## src/rtl/cct_pkg.sv

```systemverilog
package cct_pkg;

  typedef enum logic [1:0] {ACT_NONE, ACT_LOW, ACT_HIGH, ACT_TOG} act_e;
  typedef enum logic [1:0] {EDG_RISE, EDG_FALL, EDG_BOTH, EDG_ANY} edg_e;
  typedef enum logic [1:0] {CLR_NONE, CLR_GR0, CLR_GR1, CLR_SYNC} clr_e;

  typedef struct packed {
    logic lvl;
    edg_e edg;
    act_e act;
    logic cap;
  } io_cfg_t;

  typedef struct packed {
    logic       run;
    logic       pwm;
    clr_e       clr;
    logic [2:0] src;
  } ctl_t;

  localparam logic [2:0] ADR_CTL  = 3'd0;
  localparam logic [2:0] ADR_IO0  = 3'd1;
  localparam logic [2:0] ADR_IO1  = 3'd2;
  localparam logic [2:0] ADR_IE   = 3'd3;
  localparam logic [2:0] ADR_FCLR = 3'd4;
  localparam logic [2:0] ADR_CNT  = 3'd5;
  localparam logic [2:0] ADR_GR0  = 3'd6;
  localparam logic [2:0] ADR_GR1  = 3'd7;

  function automatic logic apply_act(input act_e a, input logic cur);
    case (a)
      ACT_LOW:  return 1'b0;
      ACT_HIGH: return 1'b1;
      ACT_TOG:  return ~cur;
      default:  return cur;
    endcase
  endfunction

  function automatic logic edge_hit(input edg_e e, input logic rise, input logic fall);
    case (e)
      EDG_RISE: return rise;
      EDG_FALL: return fall;
      default:  return rise | fall;
    endcase
  endfunction

  function automatic logic div_tick(input logic [1:0] k, input logic [2:0] p);
    case (k)
      2'd0:    return 1'b1;
      2'd1:    return p[0];
      2'd2:    return &p[1:0];
      default: return &p;
    endcase
  endfunction

endpackage

```

## src/rtl/cct_tick_sel.sv

```systemverilog
module cct_tick_sel #(
  parameter int N_EXT = 4,
  parameter int SYNC  = 2
) (
  input  logic             clk,
  input  logic             rst_n,
  input  logic             run,
  input  logic [2:0]       src,
  input  logic [N_EXT-1:0] ext_i,
  output logic             tick
);
  import cct_pkg::*;

  localparam int PRE_W = 3;

  logic [SYNC:0][N_EXT-1:0] sh;
  logic [N_EXT-1:0]         ext_rise;
  logic [PRE_W-1:0]         presc;

  always_ff @(posedge clk) begin
    if (!rst_n) sh <= '0;
    else        sh <= {sh[SYNC-1:0], ext_i};
  end

  assign ext_rise = sh[SYNC-1] & ~sh[SYNC];

  always_ff @(posedge clk) begin
    if (!rst_n || !run) presc <= '0;
    else                presc <= presc + 1'b1;
  end

  always_comb begin
    if (src[2]) tick = run & ext_rise[src[1:0]];
    else        tick = run & div_tick(src[1:0], presc);
  end

endmodule

```

## src/rtl/cct_cap_edge.sv

```systemverilog
module cct_cap_edge #(
  parameter int SYNC = 2
) (
  input  logic          clk,
  input  logic          rst_n,
  input  logic          pin_i,
  input  cct_pkg::edg_e sel,
  output logic          hit
);
  import cct_pkg::*;

  logic [SYNC:0] sh;
  logic          rise, fall;

  always_ff @(posedge clk) begin
    if (!rst_n) sh <= '0;
    else        sh <= {sh[SYNC-1:0], pin_i};
  end

  assign rise = sh[SYNC-1] & ~sh[SYNC];
  assign fall = ~sh[SYNC-1] & sh[SYNC];
  assign hit  = edge_hit(sel, rise, fall);

endmodule

```

## src/rtl/cct_wave_out.sv

```systemverilog
module cct_wave_out (
  input  logic          clk,
  input  logic          rst_n,
  input  logic          load,
  input  logic          lvl,
  input  logic          pwm_set,
  input  logic          pwm_clr,
  input  logic          hit,
  input  cct_pkg::act_e act,
  output logic          wave_o
);
  import cct_pkg::*;

  always_ff @(posedge clk) begin
    if (!rst_n)       wave_o <= 1'b0;
    else if (load)    wave_o <= lvl;
    else if (pwm_set) wave_o <= 1'b1;
    else if (pwm_clr) wave_o <= 1'b0;
    else if (hit)     wave_o <= apply_act(act, wave_o);
  end

endmodule

```

## src/rtl/cc_timer_chan.sv

```systemverilog
module cc_timer_chan #(
  parameter int CNT_W       = 16,
  parameter int N_EXT       = 4,
  parameter int SYNC_STAGES = 2
) (
  input  logic             clk,
  input  logic             rst_n,
  input  logic             wr_en,
  input  logic [2:0]       wr_addr,
  input  logic [CNT_W-1:0] wr_data,
  input  logic [N_EXT-1:0] ext_clk_i,
  input  logic [1:0]       cap_i,
  input  logic             sync_pre_i,
  input  logic [CNT_W-1:0] sync_val_i,
  input  logic             sync_clr_i,
  output logic [1:0]       wave_o,
  output logic [CNT_W-1:0] cnt_o,
  output logic [CNT_W-1:0] gr0_o,
  output logic [CNT_W-1:0] gr1_o,
  output logic [2:0]       flags_o,
  output logic [2:0]       irq_o,
  output logic             sync_clr_o
);
  import cct_pkg::*;

  localparam int NGR = 2;
  localparam logic [CNT_W-1:0] CNT_MAX = {CNT_W{1'b1}};

  ctl_t             ctl;
  io_cfg_t          cfg [NGR];
  logic [2:0]       ie;
  logic [2:0]       flags;
  logic [CNT_W-1:0] cnt;
  logic [CNT_W-1:0] gr [NGR];

  // named events, visible to the checker
  logic             tick;
  logic             ctl_wr, ie_wr, fclr_wr, cnt_wr;
  logic [NGR-1:0]   cfg_wr, gr_wr;
  logic [NGR-1:0]   is_cap, cap_hit, match_evt, cap_evt, gr_evt;
  logic             own_clr, clr_evt, ovf_evt;

  function automatic logic [CNT_W-1:0] next_count(
    input logic             wr,  input logic [CNT_W-1:0] wv,
    input logic             pre, input logic [CNT_W-1:0] pv,
    input logic             clr, input logic             tk,
    input logic [CNT_W-1:0] cur);
    if (wr)       return wv;
    else if (pre) return pv;
    else if (clr) return '0;
    else if (tk)  return cur + 1'b1;
    else          return cur;
  endfunction

  function automatic logic [2:0] next_flags(
    input logic [2:0] cur, input logic [2:0] clr_mask, input logic [2:0] set);
    return (cur & ~clr_mask) | set;
  endfunction

  // write decode
  assign ctl_wr    = wr_en && (wr_addr == ADR_CTL);
  assign ie_wr     = wr_en && (wr_addr == ADR_IE);
  assign fclr_wr   = wr_en && (wr_addr == ADR_FCLR);
  assign cnt_wr    = wr_en && (wr_addr == ADR_CNT);
  assign cfg_wr[0] = wr_en && (wr_addr == ADR_IO0);
  assign cfg_wr[1] = wr_en && (wr_addr == ADR_IO1);
  assign gr_wr[0]  = wr_en && (wr_addr == ADR_GR0);
  assign gr_wr[1]  = wr_en && (wr_addr == ADR_GR1);

  always_ff @(posedge clk) begin
    if (!rst_n) begin
      ctl <= '0;
      ie  <= '0;
    end else begin
      if (ctl_wr) ctl <= ctl_t'(wr_data[6:0]);
      if (ie_wr)  ie  <= wr_data[2:0];
    end
  end

  cct_tick_sel #(.N_EXT(N_EXT), .SYNC(SYNC_STAGES)) u_tick (
    .clk(clk), .rst_n(rst_n), .run(ctl.run), .src(ctl.src),
    .ext_i(ext_clk_i), .tick(tick)
  );

  for (genvar g = 0; g < NGR; g++) begin : g_gr
    always_ff @(posedge clk) begin
      if (!rst_n)         cfg[g] <= '0;
      else if (cfg_wr[g]) cfg[g] <= io_cfg_t'(wr_data[5:0]);
    end

    cct_cap_edge #(.SYNC(SYNC_STAGES)) u_cap (
      .clk(clk), .rst_n(rst_n), .pin_i(cap_i[g]), .sel(cfg[g].edg), .hit(cap_hit[g])
    );

    assign is_cap[g]    = cfg[g].cap & ~ctl.pwm;
    assign match_evt[g] = tick & ~is_cap[g] & (cnt == gr[g]);
    assign cap_evt[g]   = is_cap[g] & cap_hit[g];
    assign gr_evt[g]    = match_evt[g] | cap_evt[g];

    always_ff @(posedge clk) begin
      if (!rst_n)          gr[g] <= CNT_MAX;
      else if (gr_wr[g])   gr[g] <= wr_data;
      else if (cap_evt[g]) gr[g] <= cnt;
    end

    cct_wave_out u_wave (
      .clk(clk), .rst_n(rst_n),
      .load(cfg_wr[g]), .lvl(wr_data[5]),
      .pwm_set((g == 0) ? (ctl.pwm & match_evt[1]) : 1'b0),
      .pwm_clr((g == 0) ? (ctl.pwm & match_evt[0]) : 1'b0),
      .hit(match_evt[g] & ~ctl.pwm),
      .act(cfg[g].act),
      .wave_o(wave_o[g])
    );
  end

  always_comb begin
    if (ctl.pwm) own_clr = match_evt[1];
    else         own_clr = ((ctl.clr == CLR_GR0) & gr_evt[0]) |
                           ((ctl.clr == CLR_GR1) & gr_evt[1]);
  end

  assign clr_evt = own_clr | (~ctl.pwm & (ctl.clr == CLR_SYNC) & sync_clr_i);
  assign ovf_evt = tick & (cnt == CNT_MAX) & ~cnt_wr & ~sync_pre_i & ~clr_evt;

  always_ff @(posedge clk) begin
    if (!rst_n) begin
      cnt   <= '0;
      flags <= '0;
    end else begin
      cnt   <= next_count(cnt_wr, wr_data, sync_pre_i, sync_val_i, clr_evt, tick, cnt);
      flags <= next_flags(flags, fclr_wr ? wr_data[2:0] : 3'b000,
                          {ovf_evt, gr_evt[1], gr_evt[0]});
    end
  end

  assign cnt_o      = cnt;
  assign gr0_o      = gr[0];
  assign gr1_o      = gr[1];
  assign flags_o    = flags;
  assign irq_o      = flags & ie;
  assign sync_clr_o = own_clr;

endmodule

```

## config.mk

```make
export PLATFORM = sky130hd
export DESIGN_NAME = cc_timer_chan
export DESIGN_NICKNAME = d
export VERILOG_FILES = /design/src/rtl/cct_pkg.sv /design/src/rtl/cct_tick_sel.sv /design/src/rtl/cct_cap_edge.sv /design/src/rtl/cct_wave_out.sv /design/src/rtl/cc_timer_chan.sv
export SDC_FILE = /design/constraint.sdc
export NUM_CORES = 1
export LEC_CHECK = 0
export ABC_AREA = 1
export BUFFER_PORTS_ARGS = -buffer_cell sky130_fd_sc_hd__buf_2
export CORE_AREA = 4 4 101 103
export CTS_CLUSTER_SIZE = 40
export DETAILED_ROUTE_END_ITERATION = 16
export DIE_AREA = 0 0 105 107
export PLACE_DENSITY = 0.85
export SYNTH_ARGS = -nofsm -noshare
export SYNTH_HDL_FRONTEND = slang
export SYNTH_HIERARCHICAL = 1
export SYNTH_SLANG_ARGS = --single-unit
```

## constraint.sdc

```tcl
create_clock -name clk -period 5.2 [get_ports clk]
set_input_delay 0.52 -clock clk [delete_from_list [all_inputs] [get_ports clk]]
set_output_delay 0.52 -clock clk [all_outputs]
set_load 0.1 [all_outputs]
```

==> flow_summary.ini <==
[synthesis]
synth_top_area_cell = edfxtp_1
postSynthRegisterBits = 94
ys.flop_type = dfxtp_1
syn-instance-count = 788
ys_types = 39
seq_area_frac_synth_pct = 41.6
synthTopCellsByArea = edfxtp_1 (23%), dfxtp_1 (19%), nand2_1 (14%), nor2_1 (9.3%), inv_1 (8.2%)
synthArstFlopShare_pct = 0
synth-edff-count = 42
syn-cell-area_um2 = 5540
yosys_warnings = 6
netlist.area_leader.share_pct = 22.8
syn_avg_cell_area_um2 = 7.02
post-synth-top-count-cell = nand2_1
yosys-top-cells-count = nand2_1 (202), nor2_1 (137), inv_1 (121)

[timing]
worstMarginPinSlew_ns = 1.04
relSlewSlack_pct = 30.3
period_share_pct = 65.9
clock_skew_ns = 0.00774
rsz0062_at_grt = no
hold_viol = 0
fin_ws_ns = 1.77
drv_slew = 0
setup_viol = 0
tns_ns = 0
max_freq_ghz = 0.292
period_needed_ns = 3.43
hold_ws_ns = 0.328

[worst_setup_path]
required_ns = 4.68
end_kind = primary output
cp_max_fo = 6
crit_arrival_ns = 2.91
worst_setup_path_start_kind = register
r2r_slack_ns = 2.34
critical_path_class = reg -> out

[final_layout]
fin_nets = 931
ff_latch_area_um2 = 2300
multi_input_area_um2 = 2560
area_growth_pct = 12.8
drive_gt1_share_pct = 16.4
fill_cells = 813
diodes = 0

[power]
static-leakage-power_nw = 3.09
powerDensity_nw_per_um2 = 279
ir_drop_v = 0.000177

[grt]
grt_pass1_wl_um = 24500
grt_overflow = 0
grt_max_degree = 55
grt_pass1_vias = 4966
grt_antenna_before_repair = 0
grtUsageTotal_pct = 27.3

[clock_tree]
clockBufferDepth = 2
ctsResizeCount = 0
cts_hold_buf = 0
cts.clk_slew.worst_paths_ns = 0.09
cts.sinks = 94
cts_buffers = 9
clk_latency_ns = 0.37
postCtsSetupBuffers = 0
htreeDepth = 3
cts_root_buf = clkbuf_8
cts_tree = yes

[run_status]
status = finished, final reports clean

[floorplan]
die_h_um = 107
die-area_um2 = 11200
ios = 103
rows = 35
die_w_um = 105
initial_core_util_pct = 60.2
core_area_um2 = 9200

[detailed_routing]
drc_errors = 0
drt-wirelength-per-cell_um = 15.3
via_per_inst = 5.46
routed_wl_um = 15100
first_pass_iters = 6
via_count = 5408
antenna_left = 0
dr.first_iter.drc_count = 495

[placement]
pre_cts_slack_ns = 2.22
gp_congestion = 0.957
hpwl_um = 11300
port_buffers = 102

[hold_path]
min_path_type = in -> reg

[run]
maxCapViolCount = 0
[cell type report]
type                            count  area share [%]
Timing Repair Buffer              105            8.54
Tap cell                          111            2.22
Inverter                          129            7.75
Clock inverter                      4           0.481
Multi-Input combinational cell    535            41.0
Sequential cell                    94            36.9
Clock buffer                       12            3.19
[power by group]
group	internal [W]	switching [W]	total, W
logic	0.0000801	0.000269	0.000349
clock network	0.000264	0.000272	0.000536
registers	0.000805	0.0000511	0.000856
total	0.00115	0.000592	0.00174
[sequential cells by signal, indices dropped and copies added (netlist names)]
signal and count:
gr 32, cnt_o 16, u_tick/sh 12, cfg 10, ctl 7, g_gr.u_cap/sh 6, flags_o 3, ie 3
u_tick/presc 3, g_gr.u_wave/wave_o 2
[path summary, 6_finish.rpt]
kind                         endpoint  cells after the start                start
setup / recovery           sync_clr_o                     19      u_tick/presc[0]
hold / removal           u_tick/sh[1]                      3         ext_clk_i[1]
setup reg to reg            cnt_o[11]                     21      u_tick/presc[0]
hold reg to reg   g_gr[1].u_cap/sh[1]                      2  g_gr[1].u_cap/sh[0]
[cells in the final DEF, fill, tap and decap left out, drive strengths merged]
cell type,count
nand2,204
nor2,138
inv,131
buf,105
dfxtp,52
edfxtp,42
o21ai,35
a21oi,32
nand3,27
a31oi,16
o211ai,16
nand4,14
clkbuf,12
xor2,11
ha,11
nor3,9
xnor2,7
conb,4
o21bai,3
or2,3
o31ai,1
nor3b,1
o22ai,1
nor4,1
clkinvlp,1
clkinv,1
nand3b,1
[through the flow]
step	instance area (µm²)	total power, W	utilization [%]	std cells
after global placement	6020	0.00121	65.4	974
after CTS	6240	0.00174	67.9	990
after global routing	6240	0.00180	67.9	990
after floorplan	5550	0.00114	-	791
final	6240	0.00174	67.9	990
after detailed placement	6020	0.00121	65.4	974
[routing by layer]
metal	share of wire, %	track usage [%]
met1	41	38.8
met2	44	42.2
met3	13	4.58
met4	2.0	9.09
met5	0	0
[worst max-delay path, cell delays in order, from the launching register on]
cell and delay (ns):
dfxtp_1 0.36, ha_1 0.18, ha_1 0.14, nand3_1 0.07, nand2_1 0.07, inv_1 0.04, nand2_1 0.05, nand2_1 0.06
a21oi_2 0.23, nand2_1 0.09, nor2_1 0.11, nand2_1 0.06, nor2_1 0.13, nand3_2 0.12, nand2_1 0.09, nand2_1 0.06
nand2_2 0.08, nand2_4 0.07, nand2_1 0.10, buf_2 0.44
[kinds of logic (layout without fill, tap and decap cells)]
family	count (synthesis)	in the layout	share of synthesized area, %
adder cells (fa/ha/maj)	11	11	2.49
AND/OR/NAND/NOR	398	398	29.7
flip-flops	94	94	41.6
other	1	4	0.0677
XOR/XNOR	18	18	2.85
buffers and inverters	162	250	12.5
AO/OA/AOI/OAI	104	104	10.8
Note: power is estimated with default switching activity, not from simulation.
